## config.mk

```make
export PLATFORM = sky130hd
export DESIGN_NAME = rt_atten_ctrl
export DESIGN_NICKNAME = d
export VERILOG_FILES = /design/src/rtl/rtac_pkg.sv /design/src/rtl/rtac_capture.sv /design/src/rtl/rtac_delay.sv /design/src/rtl/rtac_fanout.sv /design/src/rtl/rt_atten_ctrl.sv
export SDC_FILE = /design/constraint.sdc
export NUM_CORES = 1
export LEC_CHECK = 0
export BUFFER_PORTS_ARGS = -buffer_cell sky130_fd_sc_hd__buf_4
export CAP_MARGIN = 5
export CORE_UTILIZATION = 30
export DETAILED_ROUTE_END_ITERATION = 8
export HOLD_SLACK_MARGIN = 0.05
export PLACE_DENSITY_LB_ADDON = 0.1
export SLEW_MARGIN = 40
export SYNTH_ARGS = -nofsm -noshare
export SYNTH_HDL_FRONTEND = slang
export SYNTH_SLANG_ARGS = --single-unit
```

## constraint.sdc

```tcl
create_clock -name clk -period 1.45 [get_ports clk]
set_input_delay 0.145 -clock clk [delete_from_list [all_inputs] [get_ports clk]]
set_output_delay 0.145 -clock clk [all_outputs]
set_load 0.03 [all_outputs]
```

## src/rtl/rtac_pkg.sv

```systemverilog
package rtac_pkg;

  typedef enum logic [1:0] {
    SRC_HOLD = 2'd0,
    SRC_BOOT = 2'd1,
    SRC_FIRE = 2'd2
  } apply_src_e;

  function automatic int code_to_db(input int range_db, input int step_db, input int code);
    return range_db - code * step_db;
  endfunction

endpackage

```

## src/rtl/rtac_capture.sv

```systemverilog
module rtac_capture
  import rtac_pkg::*;
#(
  parameter int CODE_W   = 5,
  parameter int RANGE_DB = 27,
  parameter int STEP_DB  = 1,
  parameter int MAX_CODE = 27,
  parameter int DB_W     = 5
) (
  input  logic              clk,
  input  logic              rst,
  input  logic              pwr_done,
  input  logic              update_in,
  input  logic [CODE_W-1:0] code_in,
  output logic              boot_stb,
  output logic              boot_ok,
  output logic              acc_stb,
  output logic              bad_stb,
  output logic [DB_W-1:0]   cap_db
);

  localparam logic [CODE_W-1:0] MAX_C = CODE_W'(MAX_CODE);

  logic upd_q;
  logic init_q;
  logic code_ok;
  logic rise;

  always_ff @(posedge clk) begin
    if (rst) begin
      upd_q  <= 1'b0;
      init_q <= 1'b1;
    end else begin
      upd_q  <= update_in;
      init_q <= 1'b0;
    end
  end

  always_comb begin
    code_ok  = (code_in <= MAX_C);
    rise     = update_in & ~upd_q & ~init_q & pwr_done;
    boot_stb = init_q;
    boot_ok  = init_q & code_ok;
    acc_stb  = rise & code_ok;
    bad_stb  = (init_q | rise) & ~code_ok;
    cap_db   = DB_W'(code_to_db(RANGE_DB, STEP_DB, int'(code_in)));
  end

endmodule

```

## src/rtl/rtac_delay.sv

```systemverilog
module rtac_delay #(
  parameter int DB_W    = 5,
  parameter int LATENCY = 220
) (
  input  logic            clk,
  input  logic            rst,
  input  logic            load,
  input  logic [DB_W-1:0] load_db,
  output logic            fire,
  output logic [DB_W-1:0] fire_db
);

  localparam int CNT_W = $clog2(LATENCY + 1);
  localparam logic [CNT_W-1:0] LAT_C = CNT_W'(LATENCY);
  localparam logic [CNT_W-1:0] ONE_C = CNT_W'(1);

  logic [CNT_W-1:0] cnt_q;
  logic [DB_W-1:0]  pend_q;

  always_ff @(posedge clk) begin
    if (rst) begin
      cnt_q  <= '0;
      pend_q <= '0;
    end else if (load) begin
      cnt_q  <= LAT_C;
      pend_q <= load_db;
    end else if (cnt_q != '0) begin
      cnt_q  <= cnt_q - ONE_C;
    end
  end

  assign fire    = (cnt_q == ONE_C);
  assign fire_db = pend_q;

endmodule

```

## src/rtl/rtac_fanout.sv

```systemverilog
module rtac_fanout
  import rtac_pkg::*;
#(
  parameter int NUM_CH = 4,
  parameter int DB_W   = 5
) (
  input  logic                   clk,
  input  logic                   rst,
  input  logic                   enable,
  input  logic                   boot_ok,
  input  logic [DB_W-1:0]        boot_db,
  input  logic                   fire,
  input  logic [DB_W-1:0]        fire_db,
  output logic [NUM_CH*DB_W-1:0] atten_db,
  output logic                   valid
);

  apply_src_e      src;
  logic [DB_W-1:0] held_q;
  logic [DB_W-1:0] next_db;
  logic            valid_q;

  always_comb begin
    if (boot_ok)   src = SRC_BOOT;
    else if (fire) src = SRC_FIRE;
    else           src = SRC_HOLD;
    case (src)
      SRC_BOOT: next_db = boot_db;
      SRC_FIRE: next_db = fire_db;
      default:  next_db = held_q;
    endcase
  end

  always_ff @(posedge clk) begin
    if (rst) begin
      held_q  <= '0;
      valid_q <= 1'b0;
    end else begin
      held_q  <= next_db;
      valid_q <= (src != SRC_HOLD);
    end
  end

  for (genvar i = 0; i < NUM_CH; i++) begin : g_ch
    logic [DB_W-1:0] ch_q;
    always_ff @(posedge clk) begin
      if (rst)         ch_q <= '0;
      else if (enable) ch_q <= next_db;
      else             ch_q <= '0;
    end
    assign atten_db[i*DB_W +: DB_W] = ch_q;
  end

  assign valid = valid_q;

endmodule

```

## src/rtl/rt_atten_ctrl.sv

```systemverilog
module rt_atten_ctrl #(
  parameter int CODE_W   = 5,
  parameter int NUM_CH   = 4,
  parameter int RANGE_DB = 27,
  parameter int STEP_DB  = 1,
  parameter int LATENCY  = 220,
  parameter int DB_W     = $clog2(RANGE_DB + 1)
) (
  input  logic                   clk,
  input  logic                   rst,
  input  logic                   rt_enable,
  input  logic                   pwr_done,
  input  logic [CODE_W-1:0]      code_in,
  input  logic                   update_in,
  output logic [NUM_CH*DB_W-1:0] atten_db,
  output logic                   atten_valid,
  output logic                   code_err
);

  localparam int MAX_CODE = RANGE_DB / STEP_DB;

  logic            boot_stb;
  logic            boot_ok;
  logic            acc_stb;
  logic            bad_stb;
  logic [DB_W-1:0] cap_db;
  logic            fire;
  logic [DB_W-1:0] fire_db;
  logic            err_q;

  rtac_capture #(
    .CODE_W(CODE_W), .RANGE_DB(RANGE_DB), .STEP_DB(STEP_DB),
    .MAX_CODE(MAX_CODE), .DB_W(DB_W)
  ) u_cap (
    .clk(clk), .rst(rst), .pwr_done(pwr_done), .update_in(update_in),
    .code_in(code_in), .boot_stb(boot_stb), .boot_ok(boot_ok),
    .acc_stb(acc_stb), .bad_stb(bad_stb), .cap_db(cap_db)
  );

  rtac_delay #(.DB_W(DB_W), .LATENCY(LATENCY)) u_dly (
    .clk(clk), .rst(rst), .load(acc_stb), .load_db(cap_db),
    .fire(fire), .fire_db(fire_db)
  );

  rtac_fanout #(.NUM_CH(NUM_CH), .DB_W(DB_W)) u_fan (
    .clk(clk), .rst(rst), .enable(rt_enable), .boot_ok(boot_ok),
    .boot_db(cap_db), .fire(fire & ~boot_stb), .fire_db(fire_db),
    .atten_db(atten_db), .valid(atten_valid)
  );

  always_ff @(posedge clk) begin
    if (rst)          err_q <= 1'b0;
    else if (bad_stb) err_q <= 1'b1;
  end

  assign code_err = err_q;

endmodule

```

Word-level counts from Yosys, hierarchy flattened
Cells that the tools add are included.
{"block": "classes", "reduce_logical": 5, "n_mux": 6, "n_addsub": 2, "n_lt_le_gt_ge": 1, "n_eq_ne": 3, "bitwise": 12}
{"operator": "8-bit 2-to-1 mux", "count": 2}
{"operator": "5-bit one-hot mux with 2 select lines", "count": 1}
{"operator": "8-bit by 1-bit == test with 1-bit output (second input constant)", "count": 1}
{"operator": "8-bit nonzero test", "count": 1}
{"operator": "8-bit by 1-bit subtractor with 8-bit output (second input constant)", "count": 1}
{"operator": "1-bit AND", "count": 7}
{"operator": "5-bit less-or-equal comparator (second input constant)", "count": 1}
{"operator": "5-bit subtractor (first input constant)", "count": 1}
{"operator": "2-bit 2-to-1 mux", "count": 2}
{"operator": "1-bit inverter", "count": 4}
{"operator": "2-bit nonzero test", "count": 2}
{"operator": "2-bit OR reduction", "count": 2}
{"operator": "2-bit by 1-bit == test with 1-bit output (second input constant)", "count": 1}
{"operator": "2-bit == test (second input constant)", "count": 1}
{"operator": "1-bit 2-to-1 mux", "count": 1}
{"operator": "1-bit OR", "count": 1}
{"block": "word_totals", "wordCells": 38, "input_bits": 10, "output_inout_bits": 22, "regBits": 27}

Longest topological paths before layout
Gate-level depths: netlist of the first run.
{"block": "logic_depth", "ltp_word": 6, "mapped_depth": 7}

Hierarchy
A second synthesis of the first run with hierarchy kept.
{"block": "unflattened", "cells_unflattened": 138, "area_unflattened_um2": 1345.0}
{"module": "rtac_delay", "cells_per_inst": 67, "area_each_um2": 618.1, "n_inst": 1}
{"module": "rtac_fanout", "cells_per_inst": 51, "area_each_um2": 518.0, "n_inst": 1}
{"module": "rtac_capture", "cells_per_inst": 17, "area_each_um2": 172.7, "n_inst": 1}
{"module": "rt_atten_ctrl", "cells_per_inst": 3, "area_each_um2": 36.3, "n_inst": 1}

Worst setup path after synthesis of the first run
Ideal clock, no wire load.
{"block": "synth_timing", "path_type": "register to register", "startpoint": "reg u_dly.cnt_q[0]", "endpoint": "reg u_dly.cnt_q[6]", "stages_incl_launch_ff": 7, "path_slack_ns": -0.050, "setup_ns": 0.132, "arrival_ns": 1.367, "n_path_buf": 0, "path_cell_list": "dfxtp_1 -> inv_1 -> ha_1 -> or3b_1 -> nor3_1 -> mux2i_1 -> a21oi_1"}
{"block": "synth_via", "elab_chain_cells": 3}
{"element": "start: declaration", "line": "rtac_delay.sv:17", "rtl": "logic [CNT_W-1:0] cnt_q;"}
{"element": "start signal: assignment", "line": "rtac_delay.sv:28", "rtl": "cnt_q <= cnt_q - ONE_C;"}
{"element": "8-bit by 1-bit subtractor with 8-bit output", "line": "rtac_delay.sv:28"}
{"element": "8-bit 2-to-1 mux", "line": "rtac_delay.sv:27", "rtl": "end else if (cnt_q != '0) begin"}
{"element": "8-bit 2-to-1 mux", "line": "rtac_delay.sv:24", "rtl": "end else if (load) begin"}
Parallel ways exist; a longest one is shown, timed or not. The select of a mux whose other input is x is not followed.
A chain may end at the register's enable or synchronous reset.

Worst setup path after layout of the first run
{"block": "layout_timing", "startpoint": "reg u_dly.cnt_q[1]", "endpoint": "reg u_dly.cnt_q[6]"}
The elaborated chain is that of the path after synthesis.

==> summary.txt, run 1 <==
Outcome
  – Status: finished, violations left
  – Failing checks: negative setup slack

STA
  – Worst Skew: around 0.0074 ns
  – RSZ-0062 raised after global routing: true
  – Final setup viols: 1
  – TNS Setup: -0.02476 ns
  – Max transition margin: 76.81%
  – Tcrit/Tclk final: 101.7%
  – Final hold vios: 0
  – Worst Max-Slew Pin Slew: 0.3478 ns
  – Slew Limit Fails: 0
  – Final worst slack: -0.02476 ns
  – Fmax: 678.1 MHz
  – Fin crit period: between 1 and 1.5 ns

Worst setup path
  – Critical path fanouts, max: 4
  – WP data required: roughly 1.6 ns
  – CP max stage cell: or3b_4
  – CP startpoint kind: register
  – Crit end category: register
  – CP Data Arrival Time: between 1.5 and 2 ns
  – Crit-path cells: inv_2 -> ha_4 -> or3b_4 -> nor3_4 -> mux2i_1 -> a21oi_1
  – Crit path max-delay family: simple AND/OR/NAND/NOR gates
  – Critical path type: reg2reg
  – Worst path max stage delay: roughly 0.40 ns
  – Buf/Inv on CP: 1

Final layout
  – Most frequent cells in the layout: buf_4 (44), dfxtp_1 (25), nor2_1 (10)
  – Commonest non-fill, non-tap cell in the layout: buf_4
  – Area Growth Syn to Fin: 31.84%
  – ANT cells: 0
  – Nets: about 190
  – Layout cell share with drive strength beyond 1: just under 40%

Hold path
  – Worst hold path class: in2reg

Yosys
  – Syn avg cell area: a little over 9 um2
  – Synthesis-stage register bit count: 27
  – Yosys cell types: 36
  – Ys Warns: 0
  – Syn_nets: between 150 and 200
  – Area of the mapped netlist: approximately 1300 um2
  – Cells after Synth: between 100 and 150
  – Sequential share of the synthesized area: a little over 40%

Detailed routing
  – Via count: between 1000 and 1500
  – Wirelength, routed: approximately 2700 um
  – Routed len/inst: around 12 um
  – Residual DRC: 0
  – Drt pass-1 iters: 3
  – DR iter-0 viols: between 40 and 50
  – Post-DRT Antenna Nets: 0
  – Vias per cell: between 4 and 5

Floorplan
  – Die Y: 68.15 um
  – Number of cell rows: 23
  – Die area: ~4600 um2
  – Boundary Pins: 32
  – Core ar.: about 4100 um2
  – Starting density of the core: between 30 and 40%
  – Die Span X: approximately 68 um

GRT
  – GRT Util Overall: 12.95%
  – Initial antenna violation count: 0
  – Vias in the first global route: about 970
  – First-pass GRT wire length: 4450 um
  – Largest net degree at the start of global routing: 22
  – Total grt overflow: 0

Power and ir drop
  – Pwr dens: around 1600 nW/um2
  – Peak supply drop: 0.7661 mV
  – Final total power: around 2700 uW
  – LEAKAGE: slightly above 0.0007 uW

Clock network
  – Bufs on Longest Clock Path: 2
  – Post-CTS setup buffers: 0
  – Clock Latency Late Sink: between 0.2 and 0.3 ns
  – CTS clk-pin slew, worst paths: around 0.1 ns
  – Root Driver: clkbuf_8
  – Total CTS buffers: 3
  – H-tree lvl count: 1
  – Clock Sinks: 27
  – CTS tree: built

Place
  – IO buf count: 31
  – GPL Wtd Cong: 0.7267
  – Dpl hpwl: ~2000 um

Job
  – Max-cap violation count: 0
-- kinds of logic after synthesis --
group           Yosys count  synth area share [%]
simple gates             52                 24.79
mux                       2                 1.525
fa+ha+maj                 4                 3.813
flops                    27                 41.18
xor+xnor                  3                 2.002
buf+inv                  28                 12.49
compound gates           27                 14.20
-- power by group --
group	internal, uW	switching (uW)
combinational	654	597
clock	193	250
sequential	876	154
-- state kept, by name, indices dropped and copies added (netlist names) --
register         count
code_err             1
u_dly.fire_db        5
u_dly.cnt_q          8
u_fan.g_ch.ch_q      5
u_fan.valid          1
u_fan.held_q         5
u_cap.boot_stb       1
u_cap.upd_q          1
-- what timing repair did --
item / CTS / global route
hold buffers: 2 / 0
endpoints found under the setup margin: 1 / 17
resized for setup: 1 / 9
cloned: 0 / 0
hold endpoints to repair: 2 / 0
pin swaps: 1 / 1
-- metrics by stage --
step / setup slack [ns] / hold WS (ns) / cells / area [um2] / util (%)
finish: -0.02476 / 0.08072 / 224 / 1730 / 42.35
global route: -0.1154 / 0.09913 / 224 / 1730 / 42.35
CTS: -0.02322 / 0.07396 / 224 / 1670 / 40.88
detailed placement: -0.05414 / 0.3512 / 218 / 1598 / 39.10
global placement: -0.01164 / 0.3438 / 218 / 1598 / 39.10
floorplan: 0.005417 / 0.1727 / 143 / 1335 / -
-- path summary, 6_finish.rpt --
path	start	slack, ns	cells after the start	to
worst max-delay path	u_dly.cnt_q[1]	-0.02	6	u_dly.cnt_q[6]
worst min-delay path	update_in	0.08	2	u_cap.upd_q
worst max register to register	u_dly.cnt_q[1]	-0.02	6	u_dly.cnt_q[6]
worst min register to register	code_err	0.46	2	code_err
-- synthesized netlist by cell type --
master	count	area share (%)
a211oi_1	4	2.3
a21oi_1	9	3.4
a31oi_1	1	0.48
and2_1	4	1.9
and2_4	1	0.67
and2b_1	1	0.57
and3_1	1	0.48
and4bb_2	1	0.95
buf_2	2	0.76
buf_4	15	8.6
clkbuf_1	2	0.57
dfxtp_1	27	41
ha_1	4	3.8
inv_1	9	2.6
mux2i_1	2	1.5
nand2_1	6	1.7
nand2b_1	2	0.95
nand3_1	6	2.3
nand3b_1	3	1.7
nor2_1	10	2.9
nor2b_1	8	3.8
nor3_1	3	1.1
nor3b_1	2	1.1
nor4_1	1	0.48
nor4_4	1	1.6
nor4b_4	1	1.8
o211ai_1	3	1.7
o21a_1	1	0.57
o21a_2	1	0.67
o21ai_0	1	0.38
o21ai_2	1	0.67
o311a_1	1	0.76
o311ai_1	4	2.7
o31ai_1	1	0.57
or3b_1	1	0.67
xnor2_1	3	2.0
-- metal layers --
metal  wire length (um)  global-route usage, %  up-vias
met3                112                  2.500        2
met5                  0                      0        -
met1               1368                  17.32      474
met4                 21                  4.688        0
met2               1242                  20.47       25
li1                   -                      -      542
-- layout make-up --
cell class	count	area, um2
flip-flops and latches	27	543.0
inverters	9	33.78
clock inverters	1	5.005
fillers	444	2356
clock buffers	3	41.29
well taps	50	62.56
repair buffers	46	350.3
multi-input cells	88	694.4
No activity file was read; power rests on OpenSTA's default activity.
==> inputs of run 2 (changes only) <==
Settings changed: CELL_PAD_IN_SITES_DETAIL_PLACEMENT set to 2, CELL_PAD_IN_SITES_GLOBAL_PLACEMENT set to 2, CORE_UTILIZATION 30 to 29, CTS_BUF_LIST set to sky130_fd_sc_hd__clkbuf_8.
==> run 2 against run 1 <==
The flow still finishes with violations (negative setup slack). Worst setup slack improved by 0.0023 ns. Design area is 0.51% lower. Total power grew 2.7%. Register-to-register slack hardly changed. Maximum frequency grew 0.16%. Cell count rose by 0.89%. First-iteration DRC count is 51% lower. Die area grew 3.3%. Sequential share of layout area rose by 0.16 points. Via count grew 6.4%. Flip-flop and latch count is the same.
==> summary.txt, run 2 (synthesis gave the netlist of run 1 again) <==
GRT
  – First-pass GRT wire length: 5506 um (was 4450 um)
  – GRT Util Overall: 14.03% (was 12.95%)
  – Vias in the first global route: 1187 (was 967)
  – Largest net degree at the start of global routing: 22 (unchanged)
  – Total grt overflow: 0 (unchanged)
  – Initial antenna violation count: 0 (unchanged)

Worst setup path
  – CP startpoint kind: register (unchanged)
  – FF-to-FF path depth: 6 (unchanged)
  – Critical path fanouts, max: 4 (unchanged)
  – Critical path type: reg2reg (unchanged)
  – FF-to-FF End: u_dly.cnt_q[6] (unchanged)
  – R2R Path Start: u_dly.cnt_q[0] (was u_dly.cnt_q[1])
  – Worst Setup EP: u_dly.cnt_q[6] (unchanged)
  – CP Data Arrival Time: 1.63 ns (was 1.64 ns)
  – WP data required: 1.61 ns (about the same)
  – Crit end category: register (unchanged)
  – Flop-to-flop setup slack: -0.02 ns (about the same)
  – CP Launch Point: u_dly.cnt_q[0] (was u_dly.cnt_q[1])

Place
  – Dpl hpwl: 2540 um (was 2005 um)
  – Pre-CTS WS: -0.1227 ns (was -0.05414 ns)
  – Placed cells: 221 (was 218)
  – Dpl cell area: 1608 um2 (was 1598 um2)
  – IO buf count: 31 (unchanged)
  – GPL Wtd Cong: 0.7876 (was 0.7267)

Clock network
  – Bufs on Longest Clock Path: 2 (unchanged)
  – CTS tree: built (unchanged)
  – CTS clk-pin slew, worst paths: 0.09 ns (was 0.10 ns)
  – Total CTS buffers: 3 (unchanged)
  – Hold_buf cts: 0 (was 2)
  – Root Driver: clkbuf_8 (unchanged)
  – Clock Latency Late Sink: 0.27 ns (about the same)
  – Clock Sinks: 27 (unchanged)
  – H-tree lvl count: 1 (unchanged)

Power and ir drop
  – Pwr dens: 1625 nW/um2 (was 1574 nW/um2)
  – Final total power: 2798 uW (was 2723 uW)
  – Logic gate share of total power: 48.1% (was 45.9%)
  – Sw frac: 37.44% (was 36.75%)
  – Flop pwr share: 37.3% (was 37.8%)
  – Internal power: 1750 uW (was 1722 uW)
  – NetSw: 1048 uW (was 1001 uW)
  – Clock share of power: 14.6% (was 16.2%)
  – Peak supply drop: 0.8738 mV (was 0.7661 mV)
  – LEAKAGE: 0.0007190 uW (was 0.0007142 uW)

Final layout
  – Nets: 189 (unchanged)
  – Area Growth Syn to Fin: 31.17% (was 31.84%)
  – Commonest non-fill, non-tap cell in the layout: buf_4 (unchanged)
  – Register with the most flip-flops: u_dly.cnt_q (unchanged)
  – Largest register FFs: 8 (unchanged)
  – Layout cell share with drive strength beyond 1: 40.23% (was 39.08%)
  – Post-Layout Inst Area: 1722 um2 (was 1730 um2)
  – Post-Layout Cell Count: 226 (was 224)
  – ANT cells: 0 (unchanged)
  – Fin util: 39.54% (was 42.35%)
  – Most frequent cells in the layout: buf_4 (46), dfxtp_1 (25), nor2_1 (10) (was buf_4 (44), dfxtp_1 (25), nor2_1 (10))

Floorplan
  – Core ar.: 4354 um2 (was 4086 um2)
  – Boundary Pins: 32 (unchanged)
  – Die area: 4799 um2 (was 4644 um2)
  – Die Y: 69.28 um (was 68.15 um)
  – Die Span X: 69.28 um (was 68.15 um)
  – Number of cell rows: 24 (was 23)
  – Starting density of the core: 30.14% (was 32.12%)

STA
  – Final setup viols: 4 (was 1)
  – Fmax: 679.2 MHz (was 678.1 MHz)
  – Max transition margin: 75.99% (was 76.81%)
  – Fin crit period: 1.472 ns (was 1.475 ns)
  – RSZ-0062 raised after global routing: true (unchanged)
  – Worst Skew: 0.004252 ns (was 0.007442 ns)
  – Worst Max-Slew Pin Slew: 0.3574 ns (was 0.3478 ns)
  – Tcrit/Tclk final: 101.5% (was 101.7%)
  – Final worst slack: -0.02243 ns (was -0.02476 ns)
  – Final hold vios: 0 (unchanged)
  – Slew Limit Fails: 0 (unchanged)

Outcome
  – Failing checks: negative setup slack (unchanged)
  – Status: finished, violations left (unchanged)

Hold path
  – Worst hold path class: in2reg (unchanged)

Detailed routing
  – Drt pass-1 iters: 4 (was 3)
  – Routed len/inst: 14.35 um (was 12.25 um)
  – Via count: 1110 (was 1043)
  – DR iter-0 viols: 22 (was 45)
  – Wirelength, routed: 3242 um (was 2744 um)
  – Vias per cell: 4.912 (was 4.656)
  – Post-DRT Antenna Nets: 0 (unchanged)
  – Residual DRC: 0 (unchanged)

Job
  – Max-cap violation count: 0 (unchanged)
[run 2: cell types whose count changed in the layout (fill, tap and decap cells not counted), sizes merged]
cell and change:
buf +2, dlygate4sd3 -2, clkinv -1, inv +1
[run 2: worst min path at each step]
stage,start,endpoint,slack [ns],depth (start not counted)
finish,code_in[0],u_dly.fire_db[0],0.07,2
detailed placement,code_in[0],u_dly.fire_db[0],0.36,2
floorplan,rst,u_cap.boot_stb,0.17,0
CTS,code_in[0],u_dly.fire_db[0],0.06,2
global route,code_in[0],u_dly.fire_db[0],0.06,2
global placement,code_in[1],u_dly.fire_db[1],0.34,2
[run 2: cell type report]
cell class / instances / area, um2
Fill cell: 492 / 2633
Multi-Input combinational cell: 88 / 689.4
Inverter: 9 / 33.78
Clock inverter: 1 / 3.754
Sequential cell: 27 / 543.0
Timing Repair Buffer: 46 / 345.3
Tap cell: 52 / 65.06
Clock buffer: 3 / 41.29
[run 2: stage by stage]
stage          hold WS (ns)  TNS (ns)
4_1_cts             0.05921  -0.05291
2_1_floorplan        0.1727         0
6_report            0.06732  -0.04340
3_3_place_gp         0.3444  -0.02115
3_5_place_dp         0.3563   -0.3537
5_1_grt             0.06202    -1.021
[run 2: what timing repair did]
action                                  in CTS  in global routing
pin swaps                                    2                  0
endpoints found under the setup margin      10                 15
resized for setup                            6                  4
buffers inserted                             1                  0
cloned                                       0                  0
[run 2: power by group through the flow]
| stage | logic, uW | registers [uW] | clock network (uW) |
|---|---|---|---|
| floorplan | 760 | 1060 | 0 |
| global placement | 1170 | 1040 | 0 |
| detailed placement | 1240 | 1050 | 0 |
| CTS | 1330 | 1040 | 442 |
| global route | 1470 | 1060 | 460 |
| finish | 1350 | 1040 | 410 |
[run 2: critical path: stages, from the launching register on]
cell and delay, ns:
dfxtp_2 0.35, inv_2 0.07, ha_4 0.13, or3b_4 0.40, nor3_4 0.13, mux2i_1 0.20
a21oi_1 0.08
[run 2: routing by layer]
layer | up-vias | track usage (%) | routed length, um
met5 | - | 0 | 0
met3 | 5 | 2.616 | 116
met1 | 533 | 17.30 | 1549
met2 | 30 | 25.35 | 1552
li1 | 542 | - | -
met4 | 0 | 2.721 | 23
==> inputs of run 3 (changes only) <==
Settings changed: CORE_UTILIZATION 29 to 30, SYNTH_HIERARCHICAL set to 1.
==> run 3 against run 2 <==
The flow still finishes with violations (negative setup slack). Design area up 10%. Die area down 0.91%. Routed wire length up 13%. Sequential share of layout area down 2.7 points. Global-route usage up 2.4 points. Clock power up 4%. Clock skew up 0.0027 ns. Register-to-register slack worse by 0.19 ns. Synthesized cell count down 3.5%. First-iteration DRC count up 100%. Worst setup slack worse by 0.19 ns.
==> summary.txt, run 3 <==
STA
  – Final setup viols: 15 (was 4)
  – Final hold vios: 0 (unchanged)
  – Fin crit period: 1.658 ns (was 1.472 ns)
  – Worst Max-Slew Pin Slew: 0.3779 ns (was 0.3574 ns)
  – Worst Skew: 0.006936 ns (was 0.004252 ns)
  – RSZ-0062 raised after global routing: true (unchanged)
  – Slew Limit Fails: 0 (unchanged)
  – Final worst slack: -0.2081 ns (was -0.02243 ns)
  – Max transition margin: 74.80% (was 75.99%)
  – Fmax: 603.1 MHz (was 679.2 MHz)
  – Tcrit/Tclk final: 114.4% (was 101.5%)
  – TNS Setup: -2.356 ns (was -0.04340 ns)

GRT
  – Initial antenna violation count: 0 (unchanged)
  – First-pass GRT wire length: 5616 um (was 5506 um)
  – Largest net degree at the start of global routing: 26 (was 22)
  – Met2 usage: 27.91% (was 25.35%)
  – Global Route met3 Usage: 2.467% (was 2.616%)
  – GRT Util Overall: 16.44% (was 14.03%)
  – Vias in the first global route: 1144 (was 1187)
  – Total grt overflow: 0 (unchanged)
  – GR Layer Usage met1: 21.11% (was 17.30%)
  – Most Crowded Layer GR: met2 (unchanged)

Detailed routing
  – Wirelength, routed: 3676 um (was 3242 um)
  – Via count: 1137 (was 1110)
  – DR iter-0 viols: 45 (was 22)
  – Routed len/inst: 16.34 um (was 14.35 um)
  – Post-DRT Antenna Nets: 0 (unchanged)
  – Drt pass-1 iters: 2 (was 4)
  – Residual DRC: 0 (unchanged)
  – Vias per cell: 5.053 (was 4.912)

Final layout
  – Commonest non-fill, non-tap cell in the layout: buf_4 (unchanged)
  – FILL cells: 459 (was 492)
  – Most frequent cells in the layout: buf_4 (49), dfxtp_1 (25), nor2b_1 (7), nor2_1 (7) (was buf_4 (46), dfxtp_1 (25), nor2_1 (10))
  – Area Growth Syn to Fin: 41.40% (was 31.17%)
  – Register with the most flip-flops: u_dly/cnt_q (was u_dly.cnt_q)
  – Layout cell share with drive strength beyond 1: 50.86% (was 40.23%)
  – Nets: 191 (was 189)
  – Post-Layout Inst Area: 1902 um2 (was 1722 um2)
  – ANT cells: 0 (unchanged)
  – Largest register FFs: 8 (unchanged)

Worst setup path
  – Crit-path cells: inv_4 -> ha_4 -> or3b_4 -> or4_1 -> a31oi_1 (was inv_2 -> ha_4 -> or3b_4 -> nor3_4 -> mux2i_1 -> a21oi_1)
  – CP max stage cell: or4_1 (was or3b_4)
  – Worst path max stage delay: 0.48 ns (was 0.40 ns)
  – CP startpoint kind: register (unchanged)
  – Critical path type: reg2reg (unchanged)
  – WP data required: 1.66 ns (was 1.61 ns)
  – Critical path fanouts, max: 4 (unchanged)
  – Crit path max-delay family: simple AND/OR/NAND/NOR gates (unchanged)
  – CP Data Arrival Time: 1.87 ns (was 1.63 ns)
  – Crit end category: register (unchanged)
  – Buf/Inv on CP: 1 (unchanged)

Power and ir drop
  – Pwr dens: 1560 nW/um2 (was 1625 nW/um2)
  – LEAKAGE: 0.0007901 uW (was 0.0007190 uW)
  – Peak supply drop: 0.7865 mV (was 0.8738 mV)

Yosys
  – Top-count cell post-synth: dfxtp_1 (unchanged)
  – Area of the mapped netlist: 1345 um2 (was 1313 um2)
  – Area leader, netlist: dfxtp_1 (unchanged)
  – Synth async-reset ratio: 0% (unchanged)
  – Ys Warns: 6 (was 0)
  – Yosys cell types: 37 (was 36)
  – Syn avg cell area: 9.747 um2 (was 9.178 um2)
  – EDFF count, synth: 0 (unchanged)
  – Synth Flop Type: dfxtp_1 (unchanged)
  – Largest cells by area after synthesis: dfxtp_1 (40%), mux2i_1 (8.9%), buf_4 (8.9%) (was dfxtp_1 (41%), buf_4 (8.6%), ha_1 (3.8%))
  – Cells after Synth: 138 (was 143)
  – Synth cell count leaders: dfxtp_1 (27), buf_4 (16), mux2i_1 (12) (was dfxtp_1 (27), buf_4 (15), nor2_1 (10))
  – Syn_nets: 153 (was 157)
  – Synthesis-stage register bit count: 27 (unchanged)
  – Post-synth top area share: 40.19% (was 41.18%)
  – Sequential share of the synthesized area: 40.19% (was 41.18%)

Outcome
  – Status: finished, violations left (unchanged)
  – Failing checks: negative setup slack (unchanged)

Floorplan
  – Boundary Pins: 32 (unchanged)
  – Die area: 4755 um2 (was 4799 um2)
  – Starting density of the core: 32.46% (was 30.14%)
  – Die Span X: 68.96 um (was 69.28 um)
  – Core ar.: 4144 um2 (was 4354 um2)
  – Die Y: 68.96 um (was 69.28 um)
  – Number of cell rows: 23 (was 24)

Place
  – Dpl hpwl: 2767 um (was 2540 um)
  – Dpl cell area: 1650 um2 (was 1608 um2)
  – GPL Wtd Cong: 0.7456 (was 0.7876)
  – IO buf count: 31 (unchanged)

Clock network
  – CTS tree: built (unchanged)
  – Clock Latency Late Sink: 0.27 ns (about the same)
  – Clock Sinks: 27 (unchanged)
  – CTS clk-pin slew, worst paths: 0.10 ns (was 0.09 ns)
  – Root Driver: clkbuf_8 (unchanged)
  – H-tree lvl count: 1 (unchanged)
  – Total CTS buffers: 3 (unchanged)
  – Bufs on Longest Clock Path: 2 (unchanged)

Hold path
  – Worst hold path class: in2reg (unchanged)

Job
  – Max-cap violation count: 0 (unchanged)
run 3: changes by cell type in the layout (fill, tap and decap cells not counted), moves of 4 or more:
cell	delta
a21oi_1	-7
nand3_1	-6
a211oi_2	+5
mux2i_4	+5
and2_1	-4
mux2i_1	+4
o311ai_2	-4
or3_1	+4
run 3: kinds of logic (layout without fill, tap and decap cells):
group | after synthesis | after routing | share of synthesized area (%)
simple gates | 38 | 38 | 16.56
buf+inv | 28 | 65 | 12.84
fa+ha+maj | 5 | 5 | 4.651
compound gates | 27 | 27 | 16.19
xor+xnor | 1 | 1 | 0.6513
mux | 12 | 12 | 8.931
flops | 27 | 27 | 40.19
run 3: repair_timing:
item                       in CTS  in global routing
setup endpoints to repair      16                 20
gates cloned                    0                  0
setup buffers                   3                  3
pin swaps                      18                  6
resized for setup               9                 29
hold buffers                    0                  0
hold endpoints to repair        0                  0
run 3: final cells by class:
class,instances,area [um2],area share (%)
inverter,8,35.03,1.842
multi-input combinational,83,789.5,41.51
clock buffer,3,41.29,2.171
timing repair buffer,53,421.7,22.17
sequential,27,548.0,28.82
tap,50,62.56,3.289
clock inverter,1,3.754,0.1974
run 3: metal layers:
layer	part of all wire, %	routed length [um]
met5	0	0
met3	2.3	85
met1	44	1615
met4	1.2	43
met2	53	1932
run 3: power by group:
| part | switching [uW] | internal (uW) | total, uW |
|---|---|---|---|
| Sequential | 145 | 893 | 1040 |
| Clock | 236 | 190 | 426 |
| Combinational | 676 | 826 | 1500 |
run 3: final timing paths:
kind,from,end,slack [ns],cells after the start
setup reg to reg,u_dly/cnt_q[0],u_dly/cnt_q[6],-0.21,5
setup / recovery,u_dly/cnt_q[0],u_dly/cnt_q[6],-0.21,5
hold / removal,update_in,u_cap/upd_q,0.11,2
hold reg to reg,code_err,code_err,0.50,1
run 3: per-stage QoR:
step,total power (uW),setup slack (ns),util [%],hold WS [ns],cells
floorplan,1739,-0.1620,-,0.1727,138
global placement,2186,-0.1706,39.82,0.3754,217
detailed placement,2267,-0.2407,39.82,0.4022,217
CTS,2788,-0.2334,41.97,0.1135,222
global route,3173,-0.2699,45.89,0.1128,225
finish,2966,-0.2081,45.89,0.1074,225
